$ cat src/rtl/dma_evt_pkg.sv
package dma_evt_pkg;
  localparam int REG_W   = 16;
  localparam int STAT_W  = 8;
  localparam int STAT_LO = 8;

  typedef enum logic [1:0] {
    A_STAT = 2'd0,
    A_MASK = 2'd1,
    A_THR  = 2'd2,
    A_NONE = 2'd3
  } reg_addr_e;

  // index of each event within the 8-bit status vector (register bit = index + 8)
  localparam int IX_RX_FQ_RD    = 0;
  localparam int IX_RX_FQ_EMPTY = 1;
  localparam int IX_RX_DQ_WR    = 2;
  localparam int IX_RX_DQ_FULL  = 3;
  localparam int IX_TX_UNF      = 4;
  localparam int IX_TX_PQ_RD    = 5;
  localparam int IX_TX_DQ_WR    = 6;
  localparam int IX_TX_DQ_FULL  = 7;

  localparam int THR_RX_LSB = 0;
  localparam int THR_TX_LSB = 4;
endpackage

$ cat src/rtl/evt_coalesce.sv
module evt_coalesce #(
  parameter int CODE_W = 3
) (
  input  logic              clk,
  input  logic              rst,
  input  logic [CODE_W-1:0] code,
  input  logic              wr_ev,
  output logic              fire
);
  localparam int CNT_W = 2 ** CODE_W;

  logic [CNT_W-1:0] cnt_q;
  logic [CNT_W:0]   thresh;
  logic [CNT_W:0]   nxt;

  always_comb begin
    thresh = (CNT_W+1)'(1) << code;
    nxt    = {1'b0, cnt_q} + 1'b1;
    fire   = wr_ev && (nxt >= thresh);
  end

  always_ff @(posedge clk) begin
    if (rst)        cnt_q <= '0;
    else if (fire)  cnt_q <= '0;
    else if (wr_ev) cnt_q <= nxt[CNT_W-1:0];
  end

  // raising the bit needs a write and restarts the count
  p_fire_needs_write_r6: assert property (@(posedge clk) disable iff (rst)
    fire |-> wr_ev);
  p_fire_restarts_r6: assert property (@(posedge clk) disable iff (rst)
    fire |=> cnt_q == '0);
  p_count_idle_r6: assert property (@(posedge clk) disable iff (rst)
    !wr_ev |=> $stable(cnt_q));
endmodule

$ cat src/rtl/evt_sticky.sv
module evt_sticky #(
  parameter int W = 8
) (
  input  logic         clk,
  input  logic         rst,
  input  logic         clr,
  input  logic [W-1:0] set_vec,
  output logic [W-1:0] status_d,
  output logic [W-1:0] status_q
);
  always_comb status_d = (clr ? '0 : status_q) | set_vec;

  always_ff @(posedge clk) begin
    if (rst) status_q <= '0;
    else     status_q <= status_d;
  end

  // bits hold without a clearing read
  p_sticky_hold_r2: assert property (@(posedge clk) disable iff (rst)
    !clr |=> (status_q & $past(status_q)) == $past(status_q));
  // an event always lands, even with a coincident clear
  p_event_lands_r4: assert property (@(posedge clk) disable iff (rst)
    |set_vec |=> (status_q & $past(set_vec)) == $past(set_vec));
  // a clear with no event leaves nothing set
  p_clear_empties_r3: assert property (@(posedge clk) disable iff (rst)
    (clr && set_vec == '0) |=> status_q == '0);
endmodule

$ cat src/rtl/irq_route.sv
module irq_route #(
  parameter int W = 8
) (
  input  logic         clk,
  input  logic         rst,
  input  logic [W-1:0] status_d,
  input  logic [W-1:0] mask_d,
  input  logic         cfg_mode,
  output logic         irq_host,
  output logic         irq_local
);
  logic req;
  always_comb req = |(status_d & mask_d);

  always_ff @(posedge clk) begin
    if (rst) begin
      irq_host  <= 1'b0;
      irq_local <= 1'b0;
    end else begin
      irq_host  <= req;
      irq_local <= req && cfg_mode;
    end
  end

  // local line never asserts without the host line
  p_local_implies_host_r8: assert property (@(posedge clk) disable iff (rst)
    irq_local |-> irq_host);
  // local line silent outside configuration mode
  p_local_gated_r8: assert property (@(posedge clk) disable iff (rst)
    !cfg_mode |=> !irq_local);
endmodule

$ cat src/rtl/dma_evt_stat.sv
module dma_evt_stat
  import dma_evt_pkg::*;
#(
  parameter int N_TX_CH = 8,
  parameter int CODE_W  = 3
) (
  input  logic               clk,
  input  logic               rst,
  input  logic               rd_en,
  input  logic               wr_en,
  input  logic [1:0]         addr,
  input  logic [REG_W-1:0]   wdata,
  output logic [REG_W-1:0]   rdata,
  input  logic               ev_rx_fq_rd,
  input  logic               ev_rx_fq_empty,
  input  logic               ev_rx_dq_wr,
  input  logic               ev_rx_dq_full,
  input  logic [N_TX_CH-1:0] ev_tx_unf,
  input  logic               ev_tx_pq_rd,
  input  logic               ev_tx_dq_wr,
  input  logic               ev_tx_dq_full,
  input  logic               cfg_mode,
  output logic               irq_host,
  output logic               irq_local
);
  logic [STAT_W-1:0] status_q, status_d, set_vec;
  logic [STAT_W-1:0] mask_q, mask_d;
  logic [CODE_W-1:0] rx_code_q, tx_code_q;
  logic              rx_fire, tx_fire, stat_clr;
  logic [REG_W-1:0]  rd_val;
  reg_addr_e         a;

  always_comb a = reg_addr_e'(addr);

  evt_coalesce #(.CODE_W(CODE_W)) u_rx_coal (
    .clk(clk), .rst(rst), .code(rx_code_q), .wr_ev(ev_rx_dq_wr), .fire(rx_fire));
  evt_coalesce #(.CODE_W(CODE_W)) u_tx_coal (
    .clk(clk), .rst(rst), .code(tx_code_q), .wr_ev(ev_tx_dq_wr), .fire(tx_fire));

  always_comb begin
    set_vec                 = '0;
    set_vec[IX_RX_FQ_RD]    = ev_rx_fq_rd;
    set_vec[IX_RX_FQ_EMPTY] = ev_rx_fq_empty;
    set_vec[IX_RX_DQ_WR]    = rx_fire;
    set_vec[IX_RX_DQ_FULL]  = ev_rx_dq_full;
    set_vec[IX_TX_UNF]      = |ev_tx_unf;
    set_vec[IX_TX_PQ_RD]    = ev_tx_pq_rd;
    set_vec[IX_TX_DQ_WR]    = tx_fire;
    set_vec[IX_TX_DQ_FULL]  = ev_tx_dq_full;
    stat_clr                = rd_en && (a == A_STAT);
  end

  evt_sticky #(.W(STAT_W)) u_sticky (
    .clk(clk), .rst(rst), .clr(stat_clr), .set_vec(set_vec),
    .status_d(status_d), .status_q(status_q));

  always_comb begin
    mask_d = mask_q;
    if (wr_en && a == A_MASK) mask_d = wdata[STAT_LO +: STAT_W];
  end

  always_ff @(posedge clk) begin
    if (rst) begin
      mask_q    <= '0;
      rx_code_q <= '0;
      tx_code_q <= '0;
    end else begin
      mask_q <= mask_d;
      if (wr_en && a == A_THR) begin
        rx_code_q <= wdata[THR_RX_LSB +: CODE_W];
        tx_code_q <= wdata[THR_TX_LSB +: CODE_W];
      end
    end
  end

  always_comb begin
    rd_val = '0;
    unique case (a)
      A_STAT: rd_val[STAT_LO +: STAT_W] = status_q;
      A_MASK: rd_val[STAT_LO +: STAT_W] = mask_q;
      A_THR: begin
        rd_val[THR_RX_LSB +: CODE_W] = rx_code_q;
        rd_val[THR_TX_LSB +: CODE_W] = tx_code_q;
      end
      default: rd_val = '0;
    endcase
  end

  always_ff @(posedge clk) begin
    if (rst)        rdata <= '0;
    else if (rd_en) rdata <= rd_val;
  end

  irq_route #(.W(STAT_W)) u_irq (
    .clk(clk), .rst(rst), .status_d(status_d), .mask_d(mask_d),
    .cfg_mode(cfg_mode), .irq_host(irq_host), .irq_local(irq_local));

  // low status byte never reads as one
  p_low_byte_zero_r3: assert property (@(posedge clk) disable iff (rst)
    $past(rd_en) && $past(addr) == 2'd0 |-> rdata[STAT_LO-1:0] == '0);
  // address 3 reads zero
  p_hole_reads_zero_r9: assert property (@(posedge clk) disable iff (rst)
    $past(rd_en) && $past(addr) == 2'd3 |-> rdata == '0);
  // host line follows masked status
  p_host_level_r7: assert property (@(posedge clk) disable iff (rst)
    irq_host == |(status_q & mask_q));
  // read data holds between reads
  p_rdata_hold_r3: assert property (@(posedge clk) disable iff (rst)
    !rd_en |=> $stable(rdata));
endmodule

$ cat config.mk
export PLATFORM = sky130hd
export DESIGN_NAME = dma_evt_stat
export DESIGN_NICKNAME = d
export VERILOG_FILES = /design/src/rtl/dma_evt_pkg.sv /design/src/rtl/evt_coalesce.sv /design/src/rtl/evt_sticky.sv /design/src/rtl/irq_route.sv /design/src/rtl/dma_evt_stat.sv
export SDC_FILE = /design/constraint.sdc
export NUM_CORES = 1
export LEC_CHECK = 0
export BUFFER_PORTS_ARGS = -buffer_cell sky130_fd_sc_hd__buf_4
export CELL_PAD_IN_SITES_DETAIL_PLACEMENT = 1
export CELL_PAD_IN_SITES_GLOBAL_PLACEMENT = 1
export CORE_MARGIN = 2
export CORE_UTILIZATION = 32
export DETAILED_ROUTE_END_ITERATION = 8
export PLACE_DENSITY_LB_ADDON = 0.2
export REMOVE_ABC_BUFFERS = 1
export SLEW_MARGIN = 10
export SYNTH_ARGS = -nofsm -noshare
export SYNTH_HDL_FRONTEND = slang
export SYNTH_SLANG_ARGS = --single-unit
$ cat constraint.sdc
create_clock -name clk -period 2.9 [get_ports clk]
set_input_delay 0.145 -clock clk [delete_from_list [all_inputs] [get_ports clk]]
set_output_delay 0.145 -clock clk [all_outputs]
set_load 0.02 [all_outputs]
Word level (Yosys, flattened, before mapping)
Index checks and enable logic that the tools add are counted.
{"block": "totals", "register_bits": 54, "latchBits": 0, "ram_bits": 0, "rom_bits": 0, "input_bits": 38, "output_inout_bits": 18, "elab_cells": 35, "mem_count": 0}
{"block": "op_classes", "add_sub_neg": 2, "mul": 0, "div": 0, "magnitude_cmp": 2, "n_eq_ne": 2, "shifts": 2, "n_mux": 5, "bitwise_logic": 2, "n_reduce_logical": 11}
{"op": "$add A8 B1 Y9 const B", "n": 2}
{"op": "$ge A9 B9 Y1", "n": 2}
{"op": "$shl A1 B3 Y9 const A", "n": 2}
{"op": "$mux W8", "n": 2}
{"op": "$pmux W8 S2", "n": 1}
{"op": "$reduce_or A8 Y1", "n": 2}
{"op": "$and A8 B8 Y8", "n": 1}
{"op": "$or A8 B8 Y8", "n": 1}
{"op": "$logic_and A1 B1 Y1", "n": 6}
{"op": "$mux W3", "n": 2}
{"op": "$reduce_or A2 Y1", "n": 2}
{"op": "$eq A2 B1 Y1 const B", "n": 1}
{"op": "$eq A2 B2 Y1 const B", "n": 1}
{"op": "$logic_not A2 Y1", "n": 1}

Longest topological paths before layout
Gate-level depths: netlist of the first run.
{"block": "logic_depth", "depth_word": 7, "ltp_mapped": 12}

By module
A second synthesis of the first run with hierarchy kept.
{"block": "unflattened", "hier_cells": 369, "hier_area_um2": 3266.9}
{"module": "dma_evt_stat", "instances": 1, "cells_each": 134, "area_per_inst_um2": 1393.8, "seq_area_each_um2": 560.5}
{"module": "evt_coalesce (u_tx_coal)", "instances": 1, "cells_each": 94, "area_per_inst_um2": 725.7, "seq_area_each_um2": 160.2}
{"module": "evt_coalesce (u_rx_coal)", "instances": 1, "cells_each": 91, "area_per_inst_um2": 713.2, "seq_area_each_um2": 160.2}
{"module": "evt_sticky", "instances": 1, "cells_each": 41, "area_per_inst_um2": 320.3, "seq_area_each_um2": 160.2}
{"module": "irq_route", "instances": 1, "cells_each": 9, "area_per_inst_um2": 113.9, "seq_area_each_um2": 40.0}

Worst setup path after synthesis of the first run
Ideal clock, no wire load.
{"block": "synth_timing", "path_kind": "register -> register", "startpoint": "register u_tx_coal.cnt_q[0]", "endpoint": "register u_irq.irq_host", "arrival_time_ns": 2.433, "path_slack_ns": 0.320, "stages_incl_launch_ff": 12, "n_path_buf": 1, "cell_sequence": "dfxtp_1 > ha_1 > and3_1 > clkbuf_1 > nand3_1 > xnor2_1 > ha_1 > and3_1 > a221oi_1 > o21ai_1 > o31ai_1 > o221ai_1"}
{"block": "synth_via", "elab_chain_len": 6}
{"element": "start: declaration", "line": "evt_coalesce.sv:12", "source": "logic [CNT_W-1:0] cnt_q;"}
{"element": "start signal: assignment", "line": "evt_coalesce.sv:25", "source": "else if (wr_ev) cnt_q <= nxt[CNT_W-1:0];"}
{"element": "$add A8 B1 Y9", "line": "evt_coalesce.sv:18", "source": "nxt = {1'b0, cnt_q} + 1'b1;"}
{"element": "named net u_tx_coal.nxt[6]", "line": "evt_coalesce.sv:14", "source": "logic [CNT_W:0] nxt;"}
{"element": "$ge A9 B9 Y1", "line": "evt_coalesce.sv:19", "source": "fire = wr_ev && (nxt >= thresh);"}
{"element": "$logic_and A1 B1 Y1", "line": "evt_coalesce.sv:19"}
{"element": "$or A8 B8 Y8", "line": "evt_sticky.sv:11", "source": "always_comb status_d = (clr ? '0 : status_q) | set_vec;"}
{"element": "$and A8 B8 Y8", "line": "irq_route.sv:13", "source": "always_comb req = |(status_d & mask_d);"}
{"element": "$reduce_or A8 Y1", "line": "irq_route.sv:13"}
{"element": "end signal: assignment", "line": "irq_route.sv:20", "source": "irq_host <= req;"}
{"element": "end: declaration", "line": "irq_route.sv:9", "source": "output logic irq_host,"}
The timed path passes the listed nets, and every way through them passes these cells.
A chain may end at the register's enable or synchronous reset.

Worst setup path after layout of the first run
{"block": "layout_timing", "startpoint": "register u_tx_coal.cnt_q[0]", "endpoint": "register u_sticky.status_q[6]"}
{"block": "layout_via", "elab_chain_len": 4}
{"element": "$add A8 B1 Y9", "line": "evt_coalesce.sv:18"}
{"element": "named net u_tx_coal.nxt[6]", "line": "evt_coalesce.sv:14"}
{"element": "$ge A9 B9 Y1", "line": "evt_coalesce.sv:19"}
{"element": "$logic_and A1 B1 Y1", "line": "evt_coalesce.sv:19"}
{"element": "$or A8 B8 Y8", "line": "evt_sticky.sv:11"}
{"element": "end signal: assignment", "line": "evt_sticky.sv:15", "source": "else status_q <= status_d;"}
{"element": "end: declaration", "line": "evt_sticky.sv:9", "source": "output logic [W-1:0] status_q"}
The timed path passes the listed nets, and every way through them passes these cells.

==> results of run 1 <==
==> flip-flops by register name, indices dropped and copies added (netlist names) <==
register and count:
rx_code_q 3, u_irq.irq_local 1, mask_q 8, u_irq.irq_host 1, u_sticky.status_q 8, u_tx_coal.cnt_q 8
tx_code_q 3, u_rx_coal.cnt_q 8, rdata 14
==> worst max-delay path, stage by stage (launching register included) <==
cell and delay [ns]:
dfxtp_2 0.38, ha_1 0.20, and3_1 0.27, nand3_1 0.12
xnor2_1 0.14, ha_1 0.32, and3_1 0.21, a221oi_1 0.25
o21ai_1 0.15, o21a_2 0.29, o21a_1 0.20
==> kinds of logic (layout without fill, tap and decap cells) <==
group | Yosys count | count (layout)
AO/OA/AOI/OAI | 62 | 62
XOR/XNOR | 26 | 26
adder cells (fa/ha/maj) | 18 | 18
buffers and inverters | 34 | 64
flip-flops | 54 | 54
multiplexers | 18 | 18
other | 1 | 2
AND/OR/NAND/NOR | 131 | 131
==> through the flow <==
stage | setup slack (ns) | cell area (µm²) | utilization (%) | hold slack [ns] | cells
after detailed placement | 0.0989 | 3370 | 37.0 | 0.364 | 478
final | 0.278 | 3470 | 38.1 | 0.0363 | 486
after global routing | 0.00777 | 3470 | 38.1 | 0.0241 | 486
after global placement | 0.169 | 3370 | 37.0 | 0.365 | 478
after floorplan | 0.412 | 2830 | - | 0.214 | 314
after CTS | 0.0889 | 3460 | 38.0 | 0.0236 | 486
==> final timing paths <==
check,endpoint,slack [ns],depth (start not counted)
setup / recovery,u_sticky.status_q[6],0.28,10
hold / removal,u_sticky.status_q[7],0.04,3
setup reg to reg,u_sticky.status_q[6],0.28,10
hold reg to reg,rdata[1],0.48,2
==> layout make-up <==
cell class,count,area share [%]
multi-input cells,257,50.3
clock buffers,5,1.98
well taps,111,4.00
inverters,3,0.324
clock inverters,3,0.721
repair buffers,53,11.5
flip-flops and latches,54,31.2
==> what timing repair did <==
item / in CTS / in global routing
buffers inserted: 0 / 0
endpoints found under the setup margin: 0 / 9
resized for setup: 0 / 4
==> power groups by stage <==
stage          Clock (W)  Combinational, W  Sequential (W)
2_1_floorplan          0          0.000123        0.000811
3_3_place_gp           0          0.000235        0.000807
3_5_place_dp           0          0.000243        0.000808
4_1_cts         0.000469          0.000244        0.000792
5_1_grt         0.000506          0.000269        0.000797
6_report        0.000452          0.000240        0.000792
==> synthesized netlist by cell type (10+ instances only) <==
cell type / count
a21oi_1: 32
xor2_1: 19
nor2b_1: 10
nand2_1: 24
nor3_1: 12
mux2i_1: 10
nor2_1: 29
dfxtp_1: 54
clkbuf_1: 21
nand3_1: 23
ha_1: 18
==> metal layers <==
| layer | routed length (µm) | vias up | GRT usage, % |
|---|---|---|---|
| li1 | - | 1248 | - |
| met1 | 3450 | 1175 | 19.9 |
| met2 | 3390 | 37 | 24.7 |
| met3 | 272 | 5 | 3.27 |
| met4 | 50 | 0 | 3.48 |
| met5 | 0 | - | 0 |
==> reports/metrics.yaml, run 1 <==
pwr:
  power_density_nw_per_um2: 427
  vdd_drop_max_mv: 0.225
  p_int_w: 0.00105
  power_switching_w: 0.000432
  p_seq_share_pct: 53.4
  netSwitchingFraction_pct: 29.1
  clkPwrFrac_pct: 30.4
  p_leak_nw: 1.45
  p_comb_share_pct: 16.2
  power.total_w: 0.00148
synthesis:
  yosys.area.top_type: "dfxtp_1"
  synth_area_um2: 2970
  synthXorXnorAreaFrac_pct: 7.66
  synth_edf_count: 0
  muxShareOfSynthArea_pct: 6.39
  synthArstFlopShare_pct: 0
  yosysWarnings: 0
  ys_ff_latch: 54
  syn_inst: 344
  synthAdderAreaFrac_pct: 7.57
  yosysTopAreaCellShare_pct: 36.3
  synth_cell_types: 43
  synth_flop_cell: "dfxtp_1"
  synthSimpleGateAreaFrac_pct: 22.3
  synth_area_leaders: "dfxtp_1 (36%), ha_1 (7.6%), xor2_1 (5.6%)"
  yosysSeqAreaShare_pct: 36.3
  syn_avg_cell_area_um2: 8.65
  synth-compound-area-share_pct: 14.3
  synth_top_family_by_area: "simple AND/OR/NAND/NOR gates"
clock_network:
  clk_latency_ns: 0.32
  cts_root_buffer: "clkbuf_8"
  hold_buffers: 0
  cts_tree: "yes"
  h-tree-depth: 2
  cts.sinks: 54
  cts_buffer_depth: 2
  clkTransAtPathRegs_ns: 0.12
  cts-buffers-inserted: 5
timing:
  finalHoldViolations: 0
  fmax_mhz: 381
  layout_min_cycle_time_ns: 2.62
  setup_viol: 0
  post-route-period-util_pct: 90.4
  maxSlewViolCount: 0
  rsz0062_at_grt: "false"
  fin_tns_setup_ns: 0
  skew_ns: 0.0160
  slew_headroom_pct: 44.8
  worst_pin_slew_ns: 0.827
outcome:
  outcome: "finished, final reports clean"
drt:
  num_vias: 2465
  route.detailed.drc: 0
  ant_nets: 0
  avgRoutedWirePerCell_um: 14.7
  drt_iter0_drc: 58
  dr.pass1.iters: 4
  via_per_inst: 5.07
  wirelength_mm: 7.17
setup_path:
  criticalPathCategory: "reg -> reg"
  required_ns: 3.11
  end_kind: "flip-flop"
  cp-startpoint: "u_tx_coal.cnt_q[0]"
  startpoint_type: "flip-flop"
  critical_path.max_fanout: 9
  reg2reg_from: "u_tx_coal.cnt_q[0]"
  worstPathArrival_ns: 2.83
global_routing:
  antenna_found_initial: 0
  grt_pass1_vias: 2537
  grtUsageTotal_pct: 14.9
  grt_max_degree: 55
  grt_pass1_wl_mm: 12.1
  grt_overflow_total: 0
cells_and_area:
  fillCellCount: 1112
  nets: 430
  diodes: 0
  final_cell_mix: "buf_4 (53), dfxtp_1 (52), a21oi_1 (32)"
  multiInputGateArea_um2: 1750
  seqCellArea_um2: 1080
  area_delta_synth_final_pct: 16.7
  layout_commonest_cell: "buf_4"
  drive_gt1_share_pct: 19.2
floorplan:
  start_util_pct: 32.7
  dieArea_um2: 10100
  core_area_um2: 9110
  fp.dieW_um: 100
  rows: 35
  die_y_um: 100
  pin_count: 56
hold_path:
  hold_class: "in -> reg"
  hp-start: "ev_tx_dq_full"
flow_run:
  maxCapViolations: 0
place:
  port_buffers: 51
  place.gp.congestion: 0.772
  dpl.hpwl_mm: 5.12
No activity file was read; power rests on OpenSTA's default activity.
==> run 2, diff against run 1 <==
==> constraint.sdc (replaced) <==
create_clock -name clk -period 2.2 [get_ports clk]
set_input_delay 0.11 -clock clk [delete_from_list [all_inputs] [get_ports clk]]
set_output_delay 0.11 -clock clk [all_outputs]
set_load 0.02 [all_outputs]
==> run 2 against run 1 <==
The run now ends with negative setup slack left. Critical path depth stayed put. First-iteration DRC count fell by 41%. Final area rose by 15%. Clock-buffer cell count unchanged. Critical endpoint unchanged.
==> reports/metrics.yaml, run 2 (synthesis results as in run 1) <==
drt:
  drt_iter0_drc: 34  # -41%
  ant_nets: 0  # unchanged
  via_per_inst: 5.04  # -0.55%
  wirelength_mm: 7.94  # +11%
  dr.pass1.iters: 4  # unchanged
  avgRoutedWirePerCell_um: 15.2  # +3.2%
  num_vias: 2633  # +6.8%
  route.detailed.drc: 0  # unchanged
global_routing:
  grt_max_degree: 55  # unchanged
  grt_pass1_vias: 2695  # +6.2%
  grtUsageTotal_pct: 16.5  # +1.5 points
  grt_pass1_wl_mm: 13.2  # +8.9%
  antenna_found_initial: 0  # unchanged
  grt_overflow_total: 0  # unchanged
clock_network:
  cts-buffers-inserted: 5  # unchanged
  clk_latency_ns: 0.32  # about the same
  clkTransAtPathRegs_ns: 0.11  # about the same
  cts.sinks: 54  # unchanged
  cts_tree: "yes"
  cts_buffer_depth: 2  # unchanged
  h-tree-depth: 2  # unchanged
  cts_root_buffer: "clkbuf_8"
setup_path:
  criticalPathCategory: "reg -> reg"
  r2r_cells: 10  # unchanged
  startpoint_type: "flip-flop"
  end_kind: "flip-flop"
  critical_path.max_fanout: 5  # -4
  required_ns: 2.41  # -0.70 ns
  worstPathArrival_ns: 2.56  # -0.27 ns
pwr:
  p_leak_nw: 1.67  # +15%
  power.total_w: 0.00203  # +37%
  vdd_drop_max_mv: 0.339  # +50%
  power_density_nw_per_um2: 509  # +19%
place:
  place.gp.congestion: 0.788  # +2.1%
  place_inst: 508  # +6.3%
  port_buffers: 51  # unchanged
  dpl.hpwl_mm: 5.67  # +11%
floorplan:
  pin_count: 56  # unchanged
  fp.dieW_um: 100  # unchanged
  start_util_pct: 32.7  # unchanged
  dieArea_um2: 10100  # unchanged
  rows: 35  # unchanged
  die_y_um: 100  # unchanged
  core_area_um2: 9110  # unchanged
timing:
  layout_min_cycle_time_ns: 2.34  # -0.280 ns
  fmax_mhz: 427  # +12%
  skew_ns: 0.0104  # -0.00556 ns
  whs_ns: 0.0132  # -0.0231 ns
  finalHoldViolations: 0  # unchanged
  setup_slack_ns: -0.142  # -0.420 ns
  worst_pin_slew_ns: 0.647  # -0.180 ns
  maxSlewViolCount: 0  # unchanged
  rsz0062_at_grt: "true"
  setup_viol: 11  # +11
  post-route-period-util_pct: 106  # +16 points
  slew_headroom_pct: 56.9  # +12 points
cells_and_area:
  drive_gt1_share_pct: 34.8  # +16 points
  stdcell_count: 522  # +7.4%
  multiInputGateArea_um2: 1980  # +14%
  nets: 466  # +8.4%
  top_register: "rdata"
  fillCellCount: 1064  # -4.3%
  fin_util_pct: 43.8  # +5.6 points
  largest_register_ffs: 14  # unchanged
  final_cell_mix: "buf_4 (86), dfxtp_1 (49), nor2_1 (29), a21oi_1 (29), nand2_1 (24)"
  seqCellArea_um2: 1090  # +0.58%
  diodes: 0  # unchanged
  area_delta_synth_final_pct: 34.0
  layout_commonest_cell: "buf_4"
outcome:
  outcome: "finished, violations left"
  violations: "negative setup slack"
hold_path:
  holdPathStages: 3  # unchanged
  hold_class: "in -> reg"
flow_run:
  maxCapViolations: 0  # unchanged
[run 2: routing by layer]
metal	part of all wire, %	up-vias	GRT usage [%]
met3	3.7	7	3.34
met1	47	1261	21.7
met4	0.94	0	3.79
met5	0	-	0
met2	48	37	27.8
li1	-	1328	-
[run 2: metrics by stage]
step | instance area (µm²) | TNS [ns] | setup WS, ns
after floorplan | 2830 | -2.16 | -0.288
after global placement | 3590 | -3.02 | -0.281
after detailed placement | 3590 | -4.76 | -0.367
after CTS | 3890 | -1.47 | -0.181
after global routing | 3990 | -2.95 | -0.266
final | 3990 | -0.970 | -0.142
[run 2: final cells by class]
class / count / share of cell area (%)
Inverter: 3 / 0.283
Timing Repair Buffer: 88 / 16.7
Clock inverter: 3 / 0.628
Tap cell: 111 / 3.49
Sequential cell: 54 / 27.3
Multi-Input combinational cell: 258 / 49.8
Clock buffer: 5 / 1.73
[run 2: final timing paths]
path | slack [ns] | startpoint | end
setup / recovery | -0.14 | u_tx_coal.cnt_q[1] | u_sticky.status_q[6]
hold / removal | 0.01 | ev_rx_fq_empty | u_sticky.status_q[1]
hold reg to reg | 0.47 | rdata[0] | rdata[0]
setup reg to reg | -0.14 | u_tx_coal.cnt_q[1] | u_sticky.status_q[6]
[run 2: critical path: stages, from the launching register on]
cell	delay, ns
dfxtp_4	0.37
and3_4	0.17
and3_4	0.18
buf_6	0.11
xor2_2	0.13
ha_1	0.31
and3_4	0.18
a221oi_2	0.25
o21ai_2	0.12
o21a_4	0.24
o21a_1	0.19
[run 2: repair_timing]
item                                    4_1_cts  5_1_grt
pin swaps                                    28        6
gates resized for setup                      35       15
hold endpoints to repair                      1        0
endpoints found under the setup margin       20       20
setup buffers                                 3        1
gates cloned                                  1        0
hold buffers                                  1        0
[run 2: report_power, final]
part	total [W]	internal (W)	switching, W
combinational	0.000387	0.000176	0.000210
clock	0.000599	0.000231	0.000367
sequential	0.00104	0.00101	0.0000271
total	0.00203	0.00142	0.000605
==> run 3, diff against run 2 <==
--- a/config.mk
+++ b/config.mk
@@ -13,6 +13,7 @@
 export DETAILED_ROUTE_END_ITERATION = 8
 export PLACE_DENSITY_LB_ADDON = 0.2
 export REMOVE_ABC_BUFFERS = 1
+export SETUP_SLACK_MARGIN = 0.5
 export SLEW_MARGIN = 10
 export SYNTH_ARGS = -nofsm -noshare
 export SYNTH_HDL_FRONTEND = slang
==> run 3 against run 2 <==
The flow still finishes with violations (negative setup slack). Critical path depth is the same. Die area is the same. Power grew 0.53%. Clock power is essentially flat.
==> reports/metrics.yaml, run 3 (synthesis results as in run 1) <==
outcome:
  outcome: "finished, violations left"
  violations: "negative setup slack"
clock_network:
  h-tree-depth: 2  # unchanged
  cts_buffer_depth: 2  # unchanged
  cts_root_buffer: "clkbuf_8"
  clk_latency_ns: 0.32  # about the same
  cts-buffers-inserted: 5  # unchanged
  cts.sinks: 54  # unchanged
  cts_tree: "yes"
  clkTransAtPathRegs_ns: 0.11  # about the same
timing:
  slew_headroom_pct: 56.7  # -0.21 points
  rsz0062_at_grt: "true"
  setup_slack_ns: -0.142  # +0.0000690 ns
  layout_min_cycle_time_ns: 2.34  # -0.0000690 ns
  fmax_mhz: 427  # about the same
  worst_pin_slew_ns: 0.650  # +0.00313 ns
  setup_viol: 19  # +8
  finalHoldViolations: 0  # unchanged
  maxSlewViolCount: 0  # unchanged
  skew_ns: 0.0103  # -0.000125 ns
  post-route-period-util_pct: 106  # about the same
setup_path:
  crit_top_cell: "and3_4"
  worstPathArrival_ns: 2.56  # about the same
  r2r_cells: 10  # unchanged
  crit_slowest_cell: "dfxtp_4"
  r2r_slack_ns: -0.14  # about the same
  criticalPathCategory: "reg -> reg"
  required_ns: 2.41  # about the same
  crit_chain: "and3_4 -> and3_4 -> buf_6 -> xor2_2 -> ha_1 -> and3_4 -> a221oi_2 -> o21ai_2 -> o21a_4 -> o21a_1"
  max_stage_delay_ns: 0.37  # about the same
  end_kind: "flip-flop"
  crit_cells: 10  # unchanged
  path_buf_inv: 1  # unchanged
  startpoint_type: "flip-flop"
  critical_path.max_fanout: 5  # unchanged
  path_delay_family: "compound AO/OA/AOI/OAI gates"
drt:
  via_per_inst: 5.04  # -0.12%
  dr.pass1.iters: 4  # unchanged
  drt_iter0_drc: 40  # +18%
  num_vias: 2635  # +0.076%
  ant_nets: 0  # unchanged
  wirelength_mm: 7.94  # about the same
  route.detailed.drc: 0  # unchanged
  avgRoutedWirePerCell_um: 15.2  # -0.22%
global_routing:
  antenna_found_initial: 0  # unchanged
  grt_pass1_vias: 2695  # unchanged
  grt_max_degree: 55  # unchanged
  grt_pass1_wl_mm: 13.2  # -0.26%
  grt_overflow_total: 0  # unchanged
  grtUsageTotal_pct: 16.4  # -0.044 points
pwr:
  netSwitchingFraction_pct: 30.0  # +0.13 points
  p_leak_nw: 1.68  # +0.58%
  clkPwrFrac_pct: 29.4  # about the same
  power_switching_w: 0.000611  # +0.96%
  p_int_w: 0.00143  # +0.35%
  p_comb_share_pct: 19.5  # +0.4 points
  p_seq_share_pct: 51.1  # -0.3 points
  vdd_drop_max_mv: 0.339  # about the same
  power_density_nw_per_um2: 508  # about the same
place:
  place_inst: 508  # unchanged
  dpl.hpwl_mm: 5.67  # unchanged
  place.gp.congestion: 0.788  # unchanged
  port_buffers: 51  # unchanged
cells_and_area:
  fin_util_pct: 44.0  # +0.27 points
  nets: 467  # +0.21%
  layout_commonest_cell: "buf_4"
  drive_gt1_share_pct: 35.4  # +0.64 points
  final_cell_mix: "buf_4 (86), dfxtp_1 (49), nor2_1 (29), a21oi_1 (29), nand2_1 (23)"
  largest_register_ffs: 14  # unchanged
  area_delta_synth_final_pct: 34.8
  top_register: "rdata"
  diodes: 0  # unchanged
  stdcell_count: 523  # +0.19%
hold_path:
  holdPathStages: 3  # unchanged
  hold_class: "in -> reg"
floorplan:
  rows: 35  # unchanged
  dieArea_um2: 10100  # unchanged
  pin_count: 56  # unchanged
  fp.dieW_um: 100  # unchanged
  die_y_um: 100  # unchanged
  core_area_um2: 9110  # unchanged
  start_util_pct: 32.7  # unchanged
flow_run:
  maxCapViolations: 0  # unchanged
==> run 3: cell types whose count changed in the layout (fill, tap and decap cells not counted), sizes merged <==
cell,delta
buf,+1
==> run 3: path summary, 6_finish.rpt <==
path	start	endpoint
worst max-delay path	u_tx_coal.cnt_q[1]	u_sticky.status_q[6]
worst min-delay path	ev_rx_fq_empty	u_sticky.status_q[1]
worst max register to register	u_tx_coal.cnt_q[1]	u_sticky.status_q[6]
worst min register to register	rdata[0]	rdata[0]
==> run 3: what timing repair did <==
| action | 4_1_cts | 5_1_grt |
|---|---|---|
| resized for setup | 43 | 12 |
| endpoints found under the setup margin | 20 | 20 |
| endpoints found under the hold margin | 1 | 0 |
| setup buffers | 4 | 1 |
| pin swaps | 31 | 6 |
| hold buffers | 1 | 0 |
| gates cloned | 1 | 0 |
==> run 3: area by class of cell <==
| class | instances | area, µm² |
|---|---|---|
| clock buffer | 5 | 68.8 |
| clock inverter | 3 | 25.0 |
| fill | 1065 | 5100 |
| inverter | 3 | 11.3 |
| multi-input combinational | 258 | 2000 |
| sequential | 54 | 1090 |
| tap | 111 | 139 |
| timing repair buffer | 89 | 678 |
==> run 3: power groups by stage <==
stage / Clock, W / Combinational (W) / Sequential [W]
3_3_place_gp: 0 / 0.000337 / 0.00106
5_1_grt: 0.000666 / 0.000439 / 0.00105
2_1_floorplan: 0 / 0.000162 / 0.00107
3_5_place_dp: 0 / 0.000347 / 0.00106
6_report: 0.000599 / 0.000397 / 0.00104
4_1_cts: 0.000624 / 0.000393 / 0.00104
==> run 3: metrics by stage <==
stage / area (µm²) / TNS [ns] / hold slack (ns) / power (W) / setup slack, ns
final: 4010 / -1.15 / 0.0128 / 0.00204 / -0.142
after global routing: 4010 / -3.24 / 0.0171 / 0.00215 / -0.266
after CTS: 3940 / -1.55 / 0.000130 / 0.00206 / -0.179
after detailed placement: 3590 / -4.76 / 0.342 / 0.00141 / -0.367
after global placement: 3590 / -3.02 / 0.331 / 0.00140 / -0.281
after floorplan: 2830 / -2.16 / 0.179 / 0.00123 / -0.288
==> run 3: metal layers <==
metal / routed length, µm / up-vias / global-route usage (%) / part of all wire, %
li1: - / 1328 / - / -
met1: 3760 / 1261 / 21.5 / 47
met2: 3800 / 39 / 27.8 / 48
met3: 302 / 7 / 3.34 / 3.8
met4: 75 / 0 / 3.79 / 0.94
met5: 0 / - / 0 / 0
==> run 3: worst min-delay path, cell delays in order <==
cell     delay (ns)
buf_4          0.08
a21oi_1        0.04
nor2_1         0.08
